**src/rtl/bp_cycle_pkg.sv**
```systemverilog
package bp_cycle_pkg;

    localparam int STN_W  = 5;
    localparam int SUB_W  = 4;
    localparam int FN_W   = 5;
    localparam int DATA_W = 24;

    localparam logic [FN_W-1:0] RD_LO = 5'd0;
    localparam logic [FN_W-1:0] RD_HI = 5'd7;
    localparam logic [FN_W-1:0] WR_LO = 5'd16;
    localparam logic [FN_W-1:0] WR_HI = 5'd23;

    typedef enum logic [2:0] {
        PH_IDLE,
        PH_SEL,
        PH_S1,
        PH_S2,
        PH_DEAD
    } phase_e;

endpackage

```
**src/rtl/bp_fn_class.sv**
```systemverilog
module bp_fn_class
    import bp_cycle_pkg::*;
(
    input  logic [FN_W-1:0] fn,
    output logic            is_read,
    output logic            is_write
);

    always_comb begin
        is_read  = (fn >= RD_LO) && (fn <= RD_HI);
        is_write = (fn >= WR_LO) && (fn <= WR_HI);
    end

    always_comb begin
        assert (!(is_read && is_write)) else $error("p_class_excl_r10");
    end

endmodule

```
**src/rtl/bp_phase_timer.sv**
```systemverilog
module bp_phase_timer #(
    parameter int CNT_W = 8
) (
    input  logic             clk,
    input  logic             rst_n,
    input  logic             load,
    input  logic [CNT_W-1:0] load_val,
    output logic             expired
);

    logic [CNT_W-1:0] cnt_d, cnt_q;

    always_comb begin
        cnt_d = cnt_q;
        if (load) begin
            cnt_d = load_val;
        end else if (cnt_q != '0) begin
            cnt_d = cnt_q - 1'b1;
        end
    end

    always_ff @(posedge clk) begin
        if (!rst_n) begin
            cnt_q <= '0;
        end else begin
            cnt_q <= cnt_d;
        end
    end

    assign expired = (cnt_q == '0);

    p_count_down_r2: assert property (@(posedge clk) disable iff (!rst_n)
        (!load && cnt_q != '0) |=> (cnt_q == $past(cnt_q) - 1'b1));

endmodule

```
**src/rtl/bp_cycle_seq.sv**
```systemverilog
module bp_cycle_seq
    import bp_cycle_pkg::*;
#(
    parameter int SETTLE_CLKS = 10,
    parameter int S1_CLKS     = 10,
    parameter int S2_CLKS     = 5,
    parameter int DEAD_CLKS   = 5
) (
    input  logic              clk,
    input  logic              rst_n,
    input  logic              start,
    input  logic [STN_W-1:0]  cmd_stn,
    input  logic [SUB_W-1:0]  cmd_sub,
    input  logic [FN_W-1:0]   cmd_fn,
    input  logic [DATA_W-1:0] cmd_wdata,
    output logic              busy,
    output logic              done,
    output logic [DATA_W-1:0] rsp_rdata,
    output logic              rsp_q,
    output logic              rsp_x,
    output logic [STN_W-1:0]  bp_stn,
    output logic [SUB_W-1:0]  bp_sub,
    output logic [FN_W-1:0]   bp_fn,
    output logic [DATA_W-1:0] bp_wdata,
    output logic              bp_s1,
    output logic              bp_s2,
    input  logic [DATA_W-1:0] bp_rdata,
    input  logic              bp_q,
    input  logic              bp_x
);

    localparam int MAX_A   = (SETTLE_CLKS > S1_CLKS) ? SETTLE_CLKS : S1_CLKS;
    localparam int MAX_B   = (S2_CLKS > DEAD_CLKS) ? S2_CLKS : DEAD_CLKS;
    localparam int MAX_LEN = (MAX_A > MAX_B) ? MAX_A : MAX_B;
    localparam int CNT_W   = $clog2(MAX_LEN + 1);

    localparam logic [CNT_W-1:0] SETTLE_LD = CNT_W'(SETTLE_CLKS - 1);
    localparam logic [CNT_W-1:0] S1_LD     = CNT_W'(S1_CLKS - 1);
    localparam logic [CNT_W-1:0] S2_LD     = CNT_W'(S2_CLKS - 1);
    localparam logic [CNT_W-1:0] DEAD_LD   = CNT_W'(DEAD_CLKS - 1);

    typedef struct packed {
        phase_e              phase;
        logic [STN_W-1:0]    stn;
        logic [SUB_W-1:0]    sub;
        logic [FN_W-1:0]     fn;
        logic [DATA_W-1:0]   wdata;
        logic                s1;
        logic                s2;
        logic                busy;
        logic                done;
        logic                rd;
        logic                armed;
        logic [DATA_W-1:0]   cap_rdata;
        logic                cap_q;
        logic                cap_x;
        logic [DATA_W-1:0]   out_rdata;
        logic                out_q;
        logic                out_x;
    } seq_state_t;

    seq_state_t st_d, st_q;

    logic             tmr_load;
    logic [CNT_W-1:0] tmr_val;
    logic             tmr_expired;
    logic             cls_read;
    logic             cls_write;

    bp_fn_class u_fn_class (
        .fn       (cmd_fn),
        .is_read  (cls_read),
        .is_write (cls_write)
    );

    bp_phase_timer #(.CNT_W(CNT_W)) u_timer (
        .clk      (clk),
        .rst_n    (rst_n),
        .load     (tmr_load),
        .load_val (tmr_val),
        .expired  (tmr_expired)
    );

    always_comb begin
        st_d     = st_q;
        st_d.done = 1'b0;
        tmr_load = 1'b0;
        tmr_val  = '0;

        if (st_q.armed && st_q.phase == PH_S1) begin
            st_d.armed     = 1'b0;
            st_d.cap_rdata = st_q.rd ? bp_rdata : '0;
            st_d.cap_q     = bp_q;
            st_d.cap_x     = bp_x;
        end

        unique case (st_q.phase)
            PH_IDLE: begin
                if (start) begin
                    st_d.phase = PH_SEL;
                    st_d.stn   = cmd_stn;
                    st_d.sub   = cmd_sub;
                    st_d.fn    = cmd_fn;
                    st_d.wdata = cls_write ? cmd_wdata : '0;
                    st_d.rd    = cls_read;
                    st_d.busy  = 1'b1;
                    tmr_load   = 1'b1;
                    tmr_val    = SETTLE_LD;
                end
            end
            PH_SEL: begin
                if (tmr_expired) begin
                    st_d.phase = PH_S1;
                    st_d.s1    = 1'b1;
                    st_d.armed = 1'b1;
                    tmr_load   = 1'b1;
                    tmr_val    = S1_LD;
                end
            end
            PH_S1: begin
                if (tmr_expired) begin
                    st_d.phase = PH_S2;
                    st_d.s1    = 1'b0;
                    st_d.s2    = 1'b1;
                    tmr_load   = 1'b1;
                    tmr_val    = S2_LD;
                end
            end
            PH_S2: begin
                if (tmr_expired) begin
                    st_d.phase = PH_DEAD;
                    st_d.s2    = 1'b0;
                    st_d.stn   = '0;
                    st_d.sub   = '0;
                    st_d.fn    = '0;
                    st_d.wdata = '0;
                    tmr_load   = 1'b1;
                    tmr_val    = DEAD_LD;
                end
            end
            PH_DEAD: begin
                if (tmr_expired) begin
                    st_d.phase     = PH_IDLE;
                    st_d.busy      = 1'b0;
                    st_d.done      = 1'b1;
                    st_d.out_rdata = st_q.cap_rdata;
                    st_d.out_q     = st_q.cap_q;
                    st_d.out_x     = st_q.cap_x;
                end
            end
            default: begin
                st_d.phase = PH_IDLE;
            end
        endcase
    end

    always_ff @(posedge clk) begin
        if (!rst_n) begin
            st_q       <= '0;
            st_q.phase <= PH_IDLE;
        end else begin
            st_q <= st_d;
        end
    end

    assign busy      = st_q.busy;
    assign done      = st_q.done;
    assign rsp_rdata = st_q.out_rdata;
    assign rsp_q     = st_q.out_q;
    assign rsp_x     = st_q.out_x;
    assign bp_stn    = st_q.stn;
    assign bp_sub    = st_q.sub;
    assign bp_fn     = st_q.fn;
    assign bp_wdata  = st_q.wdata;
    assign bp_s1     = st_q.s1;
    assign bp_s2     = st_q.s2;

    p_strobe_excl_r3: assert property (@(posedge clk) disable iff (!rst_n)
        !(bp_s1 && bp_s2));

    p_s2_follows_s1_r3: assert property (@(posedge clk) disable iff (!rst_n)
        $rose(bp_s2) |-> $past(bp_s1));

    p_release_r5: assert property (@(posedge clk) disable iff (!rst_n)
        $fell(bp_s2) |-> (bp_stn == '0 && bp_sub == '0 && bp_fn == '0 && bp_wdata == '0));

    p_done_not_busy_r9: assert property (@(posedge clk) disable iff (!rst_n)
        done |-> !busy);

    p_lines_hold_r2: assert property (@(posedge clk) disable iff (!rst_n)
        (bp_s1 || bp_s2) |-> (busy && $stable(bp_stn) && $stable(bp_sub) && $stable(bp_fn)));

    p_result_hold_r6: assert property (@(posedge clk) disable iff (!rst_n)
        !done |-> ($stable(rsp_rdata) && $stable(rsp_q) && $stable(rsp_x)));

    p_no_data_r10: assert property (@(posedge clk) disable iff (!rst_n)
        (busy && !(bp_fn >= WR_LO && bp_fn <= WR_HI)) |-> (bp_wdata == '0));

endmodule

```
**config.mk**
```make
export PLATFORM = sky130hd
export DESIGN_NAME = bp_cycle_seq
export DESIGN_NICKNAME = d
export VERILOG_FILES = /design/src/rtl/bp_cycle_pkg.sv /design/src/rtl/bp_fn_class.sv /design/src/rtl/bp_phase_timer.sv /design/src/rtl/bp_cycle_seq.sv
export SDC_FILE = /design/constraint.sdc
export NUM_CORES = 1
export LEC_CHECK = 0
export BUFFER_PORTS_ARGS = -buffer_cell sky130_fd_sc_hd__buf_4
export CAP_MARGIN = 20
export CORE_AREA = 5 5 105 87
export DETAILED_ROUTE_END_ITERATION = 6
export DIE_AREA = 0 0 110 92
export PLACE_DENSITY = 0.84
export SYNTH_ARGS = -nofsm -noshare
export SYNTH_HDL_FRONTEND = slang
export SYNTH_SLANG_ARGS = --single-unit
```
**constraint.sdc**
```tcl
create_clock -name clk -period 2.6 [get_ports clk]
set_input_delay 0.26 -clock clk [delete_from_list [all_inputs] [get_ports clk]]
set_output_delay 0.26 -clock clk [all_outputs]
set_load 0.05 [all_outputs]
```
### Word level (Yosys, flattened, before mapping)

Index checks and enable logic that the tools add are counted.

| operators by class | value |
|---|---|
| magnitude comparators | 4 |
| $add $sub $neg | 1 |
| eq/ne operators | 9 |
| reductions and logical operators | 21 |
| mux-type cells | 29 |

Operators with widths:

| cell | number |
|---|---|
| 41-bit two-way mux | 2 |
| 38-bit case mux with 2 select lines | 1 |
| 24-bit two-way mux | 2 |
| 27-bit two-way mux | 1 |
| 4-bit two-way mux | 4 |
| 3-bit case mux with 5 select lines | 1 |
| 3-bit two-way mux | 4 |
| 4-bit case mux with 3 select lines | 1 |
| 3-bit AND reduction | 4 |
| 2-bit inequality test, second input constant | 5 |
| 2-bit nonzero test | 5 |
| 1-bit case mux with 2 select lines | 4 |
| 1-bit two-way mux | 7 |
| 3-bit by 2-bit equality test with 1-bit output, second input constant | 2 |
| 2-bit AND reduction | 3 |
| 5-bit by 1-bit >= comparator with 1-bit output, second input constant | 1 |
| 5-bit >= comparator, second input constant | 1 |
| 5-bit by 3-bit <= comparator with 1-bit output, second input constant | 1 |
| 5-bit <= comparator, second input constant | 1 |
| 5-bit AND reduction | 1 |
| 4-bit logical NOT | 1 |
| 2-bit two-way mux | 2 |
| 4-bit nonzero test | 1 |
| 4-bit by 1-bit subtractor with 4-bit output, second input constant | 1 |
| 6 further kinds | 8 |

| word-level totals | value |
|---|---|
| input port bits | 67 |
| output and inout port bits | 68 |
| register bits after elaboration | 103 |
| word-level logic and storage cells | 82 |

### Longest topological paths before layout

Gate-level depths: netlist (run 1).

| depth | value |
|---|---|
| word-level depth | 5 |
| mapped depth | 8 |
| gate-level depth less buffers | 6 |

### By module

A second synthesis (run 1) with hierarchy kept.

| second synthesis, totals | value |
|---|---|
| cells, all modules | 542 |
| area total of the unflattened synthesis | 4,719.5 µm² |

By module, submodules not included:

| module | cells each | area each (µm²) | times used |
|---|---|---|---|
| bp_cycle_seq | 517 | 4,471.8 | 1 |
| bp_phase_timer | 23 | 230.2 | 1 |
| bp_fn_class | 2 | 17.5 | 1 |

### Least setup slack after synthesis (run 1)

OpenSTA, ideal clock, no wires.

| timing path | value |
|---|---|
| path kind | reg-to-reg |
| from | reg u_timer.cnt_q[0] |
| to | reg st_q (netlist bit bp_stn[0]) |
| data arrival time | 1.577 ns |
| cell stages (with the launch flop) | 9 |
| slack | 0.906 ns |
| period minus slack after synthesis | 1.694 ns |
| data required time | 2.483 ns |
| cells stage by stage | dfxtp_1 -> inv_1 -> ha_1 -> nor3b_4 -> a31oi_1 -> o21a_1 -> buf_6 -> buf_6 -> a22o_1 |

| between the ends | value |
|---|---|
| longest elaborated chain between the ends | 3 |

Ends and longest elaborated chain:

| element | RTL line | RTL |
|---|---|---|
| start, declared | bp_phase_timer.sv:11 | `logic [CNT_W-1:0] cnt_d, cnt_q;` |
| start signal, assigned | bp_phase_timer.sv:26 | `cnt_q <= cnt_d;` |
| 4-bit logical NOT | bp_phase_timer.sv:30 | `assign expired = (cnt_q == '0);` |
| 2-bit inequality test (no line) | -- |  |
| 3-bit AND reduction (no line) | -- |  |
| end signal, assigned | bp_cycle_seq.sv:162 | `st_q <= st_d;` |
| end, declared | bp_cycle_seq.sv:62 | `seq_state_t st_d, st_q;` |

Every way passes these cells.
A chain may end at the register's enable or synchronous reset.

### Worst setup path after layout (run 1)

| timing path | value |
|---|---|
| from | reg u_timer.cnt_q[0] |
| to | reg st_q (netlist bit rsp_rdata[16]) |

| between the ends | value |
|---|---|
| longest elaborated chain between the ends | 2 |

Ends and longest elaborated chain:

| element | RTL line |
|---|---|
| 4-bit logical NOT | bp_phase_timer.sv:30 |
| 2-bit AND reduction (no line) | -- |

Every way passes these cells.

==> results.toml, run 1 <==
[clock_tree]
cts_tree = "built"
clockRootBuffer = "clkbuf_8"
ctsHoldBuffers = 0
clock_path_buffers = 2
numCtsBuffers = 9
clock-sinks = 103
post_cts_resized = 0
path_clk_slew_ps = 100
cts-htree-levels = 3
clk_latency_ps = 360
cts_setup_buffers = 0

[logic_synthesis]
synth_nets = 524
synth.most_common_cell = "dfxtp_1"
synth_edf_count = 0
synth_cell_type_count = 37
synthTopCellsByCount = "103 x dfxtp_1, 84 x nand2_1, 63 x buf_4"
yosys-top-cells-area = "dfxtp_1 48%, buf_4 11%, a21boi_1 7.9%"
synth_ff_type = "dfxtp_1"
ys_async_sr_fraction_pct = 0
syn_area_per_cell_um2 = 9.33
synth_top_cell_area_share_pct = 48.5
yosysWarnings = 0
ys_ff_latch = 103
synth_top_cell_by_area = "dfxtp_1"
seq_area_frac_synth_pct = 48.5
syn_area_mm2 = 0.00426
synthCells = 456

[layout]
diodes = 0
fill_cells = 651
seqCellArea_mm2 = 0.00206
multi_input_area_mm2 = 0.00156
area_delta_synth_final_pct = 18.5
finalNetCount = 581
drive_gt1_share_pct = 30.7
finalCoreUtilization_pct = 64.0

[timing]
period_needed_ps = 2030
finalSetupTns_ps = 0
hold_viol_final = 0
worst_slack_ps = 569
finalCritPeriodShare_pct = 78.1
finClkSkew_ps = 12.6
rsz0062_at_grt = "false"
holdWs_ps = 110
finalSetupViolations = 0
slew_headroom_pct = 33.5
worst_slew_pin_slew_ps = 998
maxSlewViolCount = 0
clock.fmax_mhz = 492

[setup_path]
max_stage_delay_ps = 440
crit_required_ps = 2850
cp-start-kind = "flop"
path_class = "flop to flop"
critical_path.max_fanout = 17
critPathCaptureType = "flop"
slowest_stage = "nand3_1"
reg2reg_slack_ps = 570
reg2regPathDepth = 7
worstPathArrival_ps = 2280
cp_cell_sequence = "inv_1 -> ha_1 -> nor3b_4 -> nand3_1 -> buf_4 -> nand2_1 -> a21boi_1"

[drt]
vias = 3211
vias_per_cell = 5.13
dr_wl_met2_mm = 4.72
first_pass_iters = 4
drtIter0Drc = 177
met3RoutedLength_um = 462
drt-met1-wl_mm = 4.04
routed_wire_length_per_instance_um = 14.9
drc = 0
top_layer = "met4"
wl_mm = 9.36
ant_nets = 0

[grt]
grt_pass1_wl_mm = 14.9
grt_max_degree = 66
grt_pass1_vias = 3042
grt-ovfl-total = 0
antenna_found_initial = 0
grt.total_usage_pct = 18.3

[power_and_ir_drop]
p_total_mw = 4.02
cellLeakagePower_nw = 2.10
peakVddDrop_uv = 476
p_per_area_mw_per_mm2 = 798

[floorplanning]
die_x_um = 110
dieArea_mm2 = 0.0101
io_pins = 135
row_count = 29
core_mm2 = 0.00787
die_h_um = 92
start_util_pct = 54.0

[outcome]
outcome = "finished clean"

[min_path]
whs_path_depth = 2
hold_class = "input port to flop"

[placed_design]
io_buffers = 134
hpwl_mm = 6.57
dp_slack_ps = 589
place_congestion = 0.797

[run]
cap_viol_max_count = 0
[state kept, by name, indices dropped and copies added (netlist names)]
name / cells
busy: 1
st_q: 31
bp_s2: 1
u_timer.cnt_q: 4
bp_fn: 5
done: 1
rsp_q: 1
bp_wdata: 24
bp_stn: 5
bp_sub: 4
rsp_rdata: 24
rsp_x: 1
bp_s1: 1
[layout make-up]
class	instances	area share, %
Clock buffer	11	2.80
Clock inverter	5	1.27
Inverter	3	0.223
Multi-Input combinational cell	256	30.9
Sequential cell	103	40.9
Tap cell	108	2.68
Timing Repair Buffer	140	21.2
[report_power, final]
part,switching [mW],internal (mW),total [mW]
Clock,0.551,0.481,1.03
Sequential,0.161,1.72,1.88
Combinational,0.668,0.442,1.11
Total,1.38,2.64,4.02
[path summary, 6_finish.rpt]
kind                                        from       endpoint
worst min-delay path                   cmd_fn[0]       bp_fn[0]
worst max-delay path            u_timer.cnt_q[0]  rsp_rdata[16]
worst max register to register  u_timer.cnt_q[0]  rsp_rdata[16]
worst min register to register          st_q[34]   rsp_rdata[6]
[per-stage QoR]
stage          cell area (um2)  instances
4_1_cts                   5040        626
6_report                  5040        626
5_1_grt                   5040        626
2_1_floorplan             4260        456
3_3_place_gp              4810        609
3_5_place_dp              4840        610
[cell families after synthesis]
family	synth area share [%]
DFF	48.5
AOI/OAI and AO/OA	20.7
and+or+nand+nor	14.7
xor gates and xnor gates	0.618
adders and majority gates	0.294
buffers and inverters	15.0
muxes	0.235
[placed cells by master (no fill, tap or decap), types with 2 or more instances in the layout]
cell type / instances
a21oi_1: 3
nand2b_1: 2
a31oi_1: 2
nand3_1: 28
a211oi_1: 3
xnor2_1: 2
o21ai_0: 7
inv_6: 2
a22o_1: 38
buf_4: 139
nor2b_1: 2
nor2_1: 7
and2_1: 3
a21boi_0: 10
dfxtp_1: 103
inv_1: 3
nor3_1: 3
nand2_1: 84
a21boi_1: 45
and3_1: 2
clkbuf_8: 10
[worst max-delay path, delay by kind of cell (launching register included)]
family	cells	cell delay, ps
buffers and inverters	2	430
DFF	1	340
AOI/OAI and AO/OA	1	60
adders and majority gates	1	190
and+or+nand+nor	3	910
[metal layers]
layer,up-vias,track usage [%]
met5,-,0
met4,0,6.23
met3,12,4.35
met2,75,30.5
met1,1525,23.0
li1,1599,-
Power figures use the tool's default switching activity.
==> run 2: changes to the inputs <==
--- a/config.mk
+++ b/config.mk
@@ -5,12 +5,13 @@
 export SDC_FILE = /design/constraint.sdc
 export NUM_CORES = 1
 export LEC_CHECK = 0
+export ABC_AREA = 1
 export BUFFER_PORTS_ARGS = -buffer_cell sky130_fd_sc_hd__buf_4
 export CAP_MARGIN = 20
-export CORE_AREA = 5 5 105 87
+export CORE_AREA = 5 5 114 95
 export DETAILED_ROUTE_END_ITERATION = 6
-export DIE_AREA = 0 0 110 92
-export PLACE_DENSITY = 0.84
+export DIE_AREA = 0 0 119 100
+export PLACE_DENSITY = 0.78
 export SYNTH_ARGS = -nofsm -noshare
 export SYNTH_HDL_FRONTEND = slang
 export SYNTH_SLANG_ARGS = --single-unit
==> constraint.sdc (replaced) <==
create_clock -name clk -period 2.1 [get_ports clk]
set_input_delay 0.21 -clock clk [delete_from_list [all_inputs] [get_ports clk]]
set_output_delay 0.21 -clock clk [all_outputs]
set_load 0.05 [all_outputs]
==> run 2 against run 1 <==
Register-to-register slack worse by 170 ps. Non-clock buffer count increased by 3. Total power is 110% higher. Maximum frequency is 19% higher. First-iteration DRC count grew 60%. Worst setup slack got worse by 170 ps. Synthesized area up 13%. Cell area rose by 13%. Critical path type unchanged.
==> results.toml, run 2 <==
[outcome]
outcome = "finished clean"

[layout]
area_delta_synth_final_pct = 18.4
final_cell_mix = "182 x nand2_1, 142 x buf_4, 141 x nor2_1, 103 x dfxtp_1, 55 x inv_1"
fill_cells = 862
top_register = "st_q"
final_common_cell = "nand2_1"
stdcell_count = 878
diodes = 0
finalNetCount = 822
drive_gt1_share_pct = 22.7
largest_reg_flops = 31

[grt]
antenna_found_initial = 0
grt.total_usage_pct = 18.3
grt_pass1_wl_mm = 18.2
grt_pass1_vias = 3957
grt-ovfl-total = 0
grt_max_degree = 40

[power_and_ir_drop]
cellLeakagePower_nw = 2.92
p_total_mw = 8.55
seq_power_share_pct = 31.9
p_per_area_mw_per_mm2 = 1500
comb_power_share_pct = 48.1
peakVddDrop_uv = 1040
netSwitchingPower_mw = 3.95
p_int_mw = 4.60
p_clk_share_pct = 19.9
switching_share_pct = 46.2

[setup_path]
crit_required_ps = 2340
cp-start-kind = "flop"
path_class = "flop to flop"
critical_path.max_fanout = 34
worstPathArrival_ps = 1940
critPathCaptureType = "flop"

[drt]
drc = 0
vias_per_cell = 4.85
ant_nets = 0
drtIter0Drc = 284
routed_wire_length_per_instance_um = 12.6
vias = 4254
first_pass_iters = 5
wl_mm = 11.1

[placed_design]
placed_cells = 862
io_buffers = 134
hpwl_mm = 7.78
dp_slack_ps = 404
place_congestion = 0.844

[timing]
rsz0062_at_grt = "false"
finalCritPeriodShare_pct = 81.0
finalSetupTns_ps = 0
holdWs_ps = 147
period_needed_ps = 1700
finClkSkew_ps = 7.56
worst_slack_ps = 399
worst_slew_pin_slew_ps = 892
maxSlewViolCount = 0
clock.fmax_mhz = 588
slew_headroom_pct = 40.4
hold_viol_final = 0
finalSetupViolations = 0

[logic_synthesis]
synth_top_cell_by_area = "dfxtp_1"
ys_async_sr_fraction_pct = 0
synth_edf_count = 0
synthCells = 699
synthTopCellsByCount = "182 x nand2_1, 141 x nor2_1, 103 x dfxtp_1"
synth_cell_type_count = 27
synth_nets = 767
seq_area_frac_synth_pct = 42.8
synth.most_common_cell = "nand2_1"
syn_area_per_cell_um2 = 6.88
synth_ff_type = "dfxtp_1"
ys_ff_latch = 103
synth_top_cell_area_share_pct = 42.8
yosysWarnings = 0
yosys-top-cells-area = "dfxtp_1 43%, nand2_1 14%, nor2_1 11%"
syn_area_mm2 = 0.00481

[clock_tree]
cts_tree = "built"
clock_path_buffers = 2
ctsHoldBuffers = 0
clock-sinks = 103
path_clk_slew_ps = 70
numCtsBuffers = 9
cts-htree-levels = 3
clockRootBuffer = "clkbuf_16"
cts_setup_buffers = 0
clk_latency_ps = 340
post_cts_resized = 0

[floorplanning]
die_x_um = 119
row_count = 32
start_util_pct = 50.9
die_h_um = 100
dieArea_mm2 = 0.0119
core_mm2 = 0.00945
io_pins = 135

[run]
cap_viol_max_count = 0

[min_path]
hold_class = "input port to flop"
run 2: cell count changes in the layout (fill, tap and decap cells not counted), moves of 5 or more:
| cell | before | now |
|---|---|---|
| o21ai_0 | 7 | 25 |
| clkbuf_16 | 0 | 9 |
| inv_2 | 0 | 5 |
| nand4_1 | 0 | 25 |
| nand3_1 | 28 | 11 |
| a21oi_1 | 3 | 34 |
| nand2_1 | 84 | 182 |
| a22o_1 | 38 | 0 |
| clkbuf_8 | 10 | 0 |
| a21boi_0 | 10 | 0 |
| inv_1 | 3 | 55 |
| a21boi_1 | 45 | 0 |
| nor2_1 | 7 | 141 |
run 2: cells by family after synthesis:
group                    share of synthesized area (%)
flip-flops                                        42.8
buffers and inverters                             18.3
AO/OA/AOI/OAI                                     7.10
adder cells (fa/ha/maj)                          0.260
AND/OR/NAND/NOR                                   31.2
XOR/XNOR                                         0.364
run 2: metal layers:
layer | wire length, um | up-vias | track usage (%)
met3 | 755 | 17 | 5.07
met2 | 5280 | 134 | 30.4
li1 | - | 2197 | -
met1 | 4870 | 1906 | 23.2
met4 | 145 | 0 | 6.06
met5 | 0 | - | 0
run 2: final timing paths:
kind	to	depth (start not counted)	slack (ps)	from
hold / removal	st_q[51]	3	150	bp_rdata[23]
setup reg to reg	bp_wdata[12]	11	400	u_timer.cnt_q[0]
setup / recovery	bp_wdata[12]	11	400	u_timer.cnt_q[0]
hold reg to reg	st_q[51]	2	470	st_q[51]
run 2: power groups by stage:
stage          sequential [mW]  clock [mW]  combinational [mW]
4_1_cts                   2.73        1.75                4.14
3_5_place_dp              2.76           0                4.14
3_3_place_gp              2.75           0                4.03
5_1_grt                   2.80        1.84                4.52
2_1_floorplan             2.70           0                3.69
6_report                  2.73        1.71                4.12
run 2: cell type report:
class | instances | area, um2 | area share, %
flip-flops and latches | 103 | 2060 | 36.2
multi-input cells | 437 | 1870 | 32.8
repair buffers | 143 | 1090 | 19.1
clock buffers | 10 | 229 | 4.02
inverters | 60 | 225 | 3.95
well taps | 119 | 149 | 2.61
clock inverters | 6 | 76.3 | 1.34
run 2: critical path: stages (launching register included):
cell	delay, ps
dfxtp_1	330
inv_1	70
ha_1	240
nand2_1	120
nand2_2	60
nand2_2	90
inv_2	70
nand2_4	220
buf_12	220
nand2_1	70
nand2_1	60
nor2_1	40
run 2: stage by stage:
step | cell area, um2 | utilization, %
after floorplan | 4810 | -
after global placement | 5390 | 57.1
after detailed placement | 5390 | 57.1
after CTS | 5700 | 60.3
after global routing | 5700 | 60.3
final | 5700 | 60.3
==> run 3: changes to the inputs <==
==> constraint.sdc (replaced) <==
create_clock -name clk -period 1.7 [get_ports clk]
set_input_delay 0.17 -clock clk [delete_from_list [all_inputs] [get_ports clk]]
set_output_delay 0.17 -clock clk [all_outputs]
set_load 0.05 [all_outputs]
==> run 3 against run 2 <==
Non-clock buffer count is 7 higher. Critical path depth shrank 2. Sequential power is 22% higher. First-iteration DRC count decreased by 9.2%. Cell area up 2.1%. Register-to-register slack worse by 250 ps. Highest routed layer unchanged. Via count shrank 0.16%. Largest cell class unchanged. Clock power rose by 29%. Wire length is 2.5% higher. Critical endpoint is now bp_wdata[11]. Critical path type unchanged. Clock skew increased by 1.6 ps. Die area unchanged.
==> results.toml, run 3 (same netlist as run 2, synthesis figures left out) <==
[outcome]
outcome = "finished clean"

[clock_tree]
numCtsBuffers = 9
clock-sinks = 103
clk_latency_ps = 340
cts-htree-levels = 3
clockRootBuffer = "clkbuf_16"
clock_path_buffers = 2
cts_setup_buffers = 0
ctsHoldBuffers = 0
path_clk_slew_ps = 80
cts_tree = "built"

[layout]
drive_gt1_share_pct = 24.0
finalCoreUtilization_pct = 61.6
largest_reg_flops = 31
area_delta_synth_final_pct = 20.9
finalNetCount = 829
diodes = 0
seqCellArea_mm2 = 0.00206
stdcell_count = 885
final_area_mm2 = 0.00582
final_cell_mix = "181 x nand2_1, 146 x buf_4, 141 x nor2_1, 101 x dfxtp_1, 55 x inv_1"
fill_cells = 846
top_register = "st_q"
multi_input_area_mm2 = 0.00188
final_common_cell = "nand2_1"

[grt]
grt_pass1_vias = 4052
grt.total_usage_pct = 18.9
grt-ovfl-total = 0
use_met1_pct = 24.3
grt_use_met3_pct = 5.01
grt_pass1_wl_mm = 18.9
grt_max_degree = 34
met2_usage_pct = 31.5
antenna_found_initial = 0
top_usage_layer = "met2"

[setup_path]
crit_required_ps = 1940
cp-start-kind = "flop"
cp.buffers_inverters = 2
critPathCaptureType = "flop"
cp_cell_sequence = "nor2_2 -> nand3_1 -> nand2_2 -> inv_2 -> nand2_4 -> buf_12 -> nand2_1 -> nand2_1 -> nor2_1"
slowest_stage = "dfxtp_1"
max_stage_delay_ps = 400
cp_top_family = "simple AND/OR/NAND/NOR gates"
worstPathArrival_ps = 1790
path_class = "flop to flop"
critical_path.max_fanout = 33
cp_common_cell = "nand2_1"

[drt]
first_pass_iters = 6
wl_mm = 11.3
ant_nets = 0
drtIter0Drc = 258
vias = 4247
drc = 0
vias_per_cell = 4.80
routed_wire_length_per_instance_um = 12.8

[floorplanning]
start_util_pct = 50.9
die_h_um = 100
core_mm2 = 0.00945
dieArea_mm2 = 0.0119
io_pins = 135
die_x_um = 119
row_count = 32

[run]
cap_viol_max_count = 0

[timing]
slew_headroom_pct = 62.0
holdWs_ps = 104
worst_slew_pin_slew_ps = 570
clock.fmax_mhz = 646
maxSlewViolCount = 0
finClkSkew_ps = 9.13
rsz0062_at_grt = "true"
hold_viol_final = 0
finalSetupViolations = 0
period_needed_ps = 1550
finalCritPeriodShare_pct = 91.1

[power_and_ir_drop]
cellLeakagePower_nw = 2.98
peakVddDrop_uv = 1290
p_per_area_mw_per_mm2 = 1880

[placed_design]
placed_cells = 869
io_buffers = 134
place_congestion = 0.799
hpwl_mm = 8.03
placed_area_mm2 = 0.00547

[min_path]
hold_class = "input port to flop"
## run 3: cell count changes in the layout (fill, tap and decap cells not counted), sizes merged
cell    change
clkinv      +1
clkbuf      -1
buf         +7
## run 3: repair_timing
| action | in CTS | in global routing |
|---|---|---|
| endpoints found under the setup margin | 0 | 81 |
| gates resized for setup | 0 | 8 |
| hold endpoints to repair | 0 | 0 |
## run 3: final timing paths
path	start	cells past startpoint	slack (ps)	end
min	bp_rdata[19]	3	100	st_q[47]
min reg2reg	busy	2	470	busy
max reg2reg	st_q[98]	9	150	bp_wdata[11]
max	st_q[98]	9	150	bp_wdata[11]
## run 3: where the power goes
part | leakage (nW) | switching [mW] | internal [mW]
sequential | 0.841 | 0.353 | 2.99
combinational | 1.98 | 3.68 | 1.73
clock | 0.159 | 1.01 | 1.19
total | 2.98 | 5.04 | 5.91
## run 3: final cells by class
cell class	count	share of cell area [%]
clock buffers	9	3.87
inverters	60	3.91
multi-input cells	437	32.3
well taps	119	2.56
flip-flops and latches	103	35.5
clock inverters	7	1.76
repair buffers	150	20.1
## run 3: per-stage QoR
step	setup TNS, ps	worst slack, ps	power [mW]
after CTS	0	33.1	11.0
after detailed placement	0	47.4	8.76
final	0	151	10.9
after floorplan	0	177	7.88
after global routing	-11.3	-11.3	11.7
after global placement	0	135	8.61
## run 3: metal layers
metal	part of all wire, %	vias up
met5	0	-
met4	0.75	0
met3	6.2	7
met2	48	111
met1	45	1913
li1	-	2216
## run 3: worst min-delay path, cell delays in order
cell     delay, ps
buf_4          110
nand4_1         80
a21oi_1         50
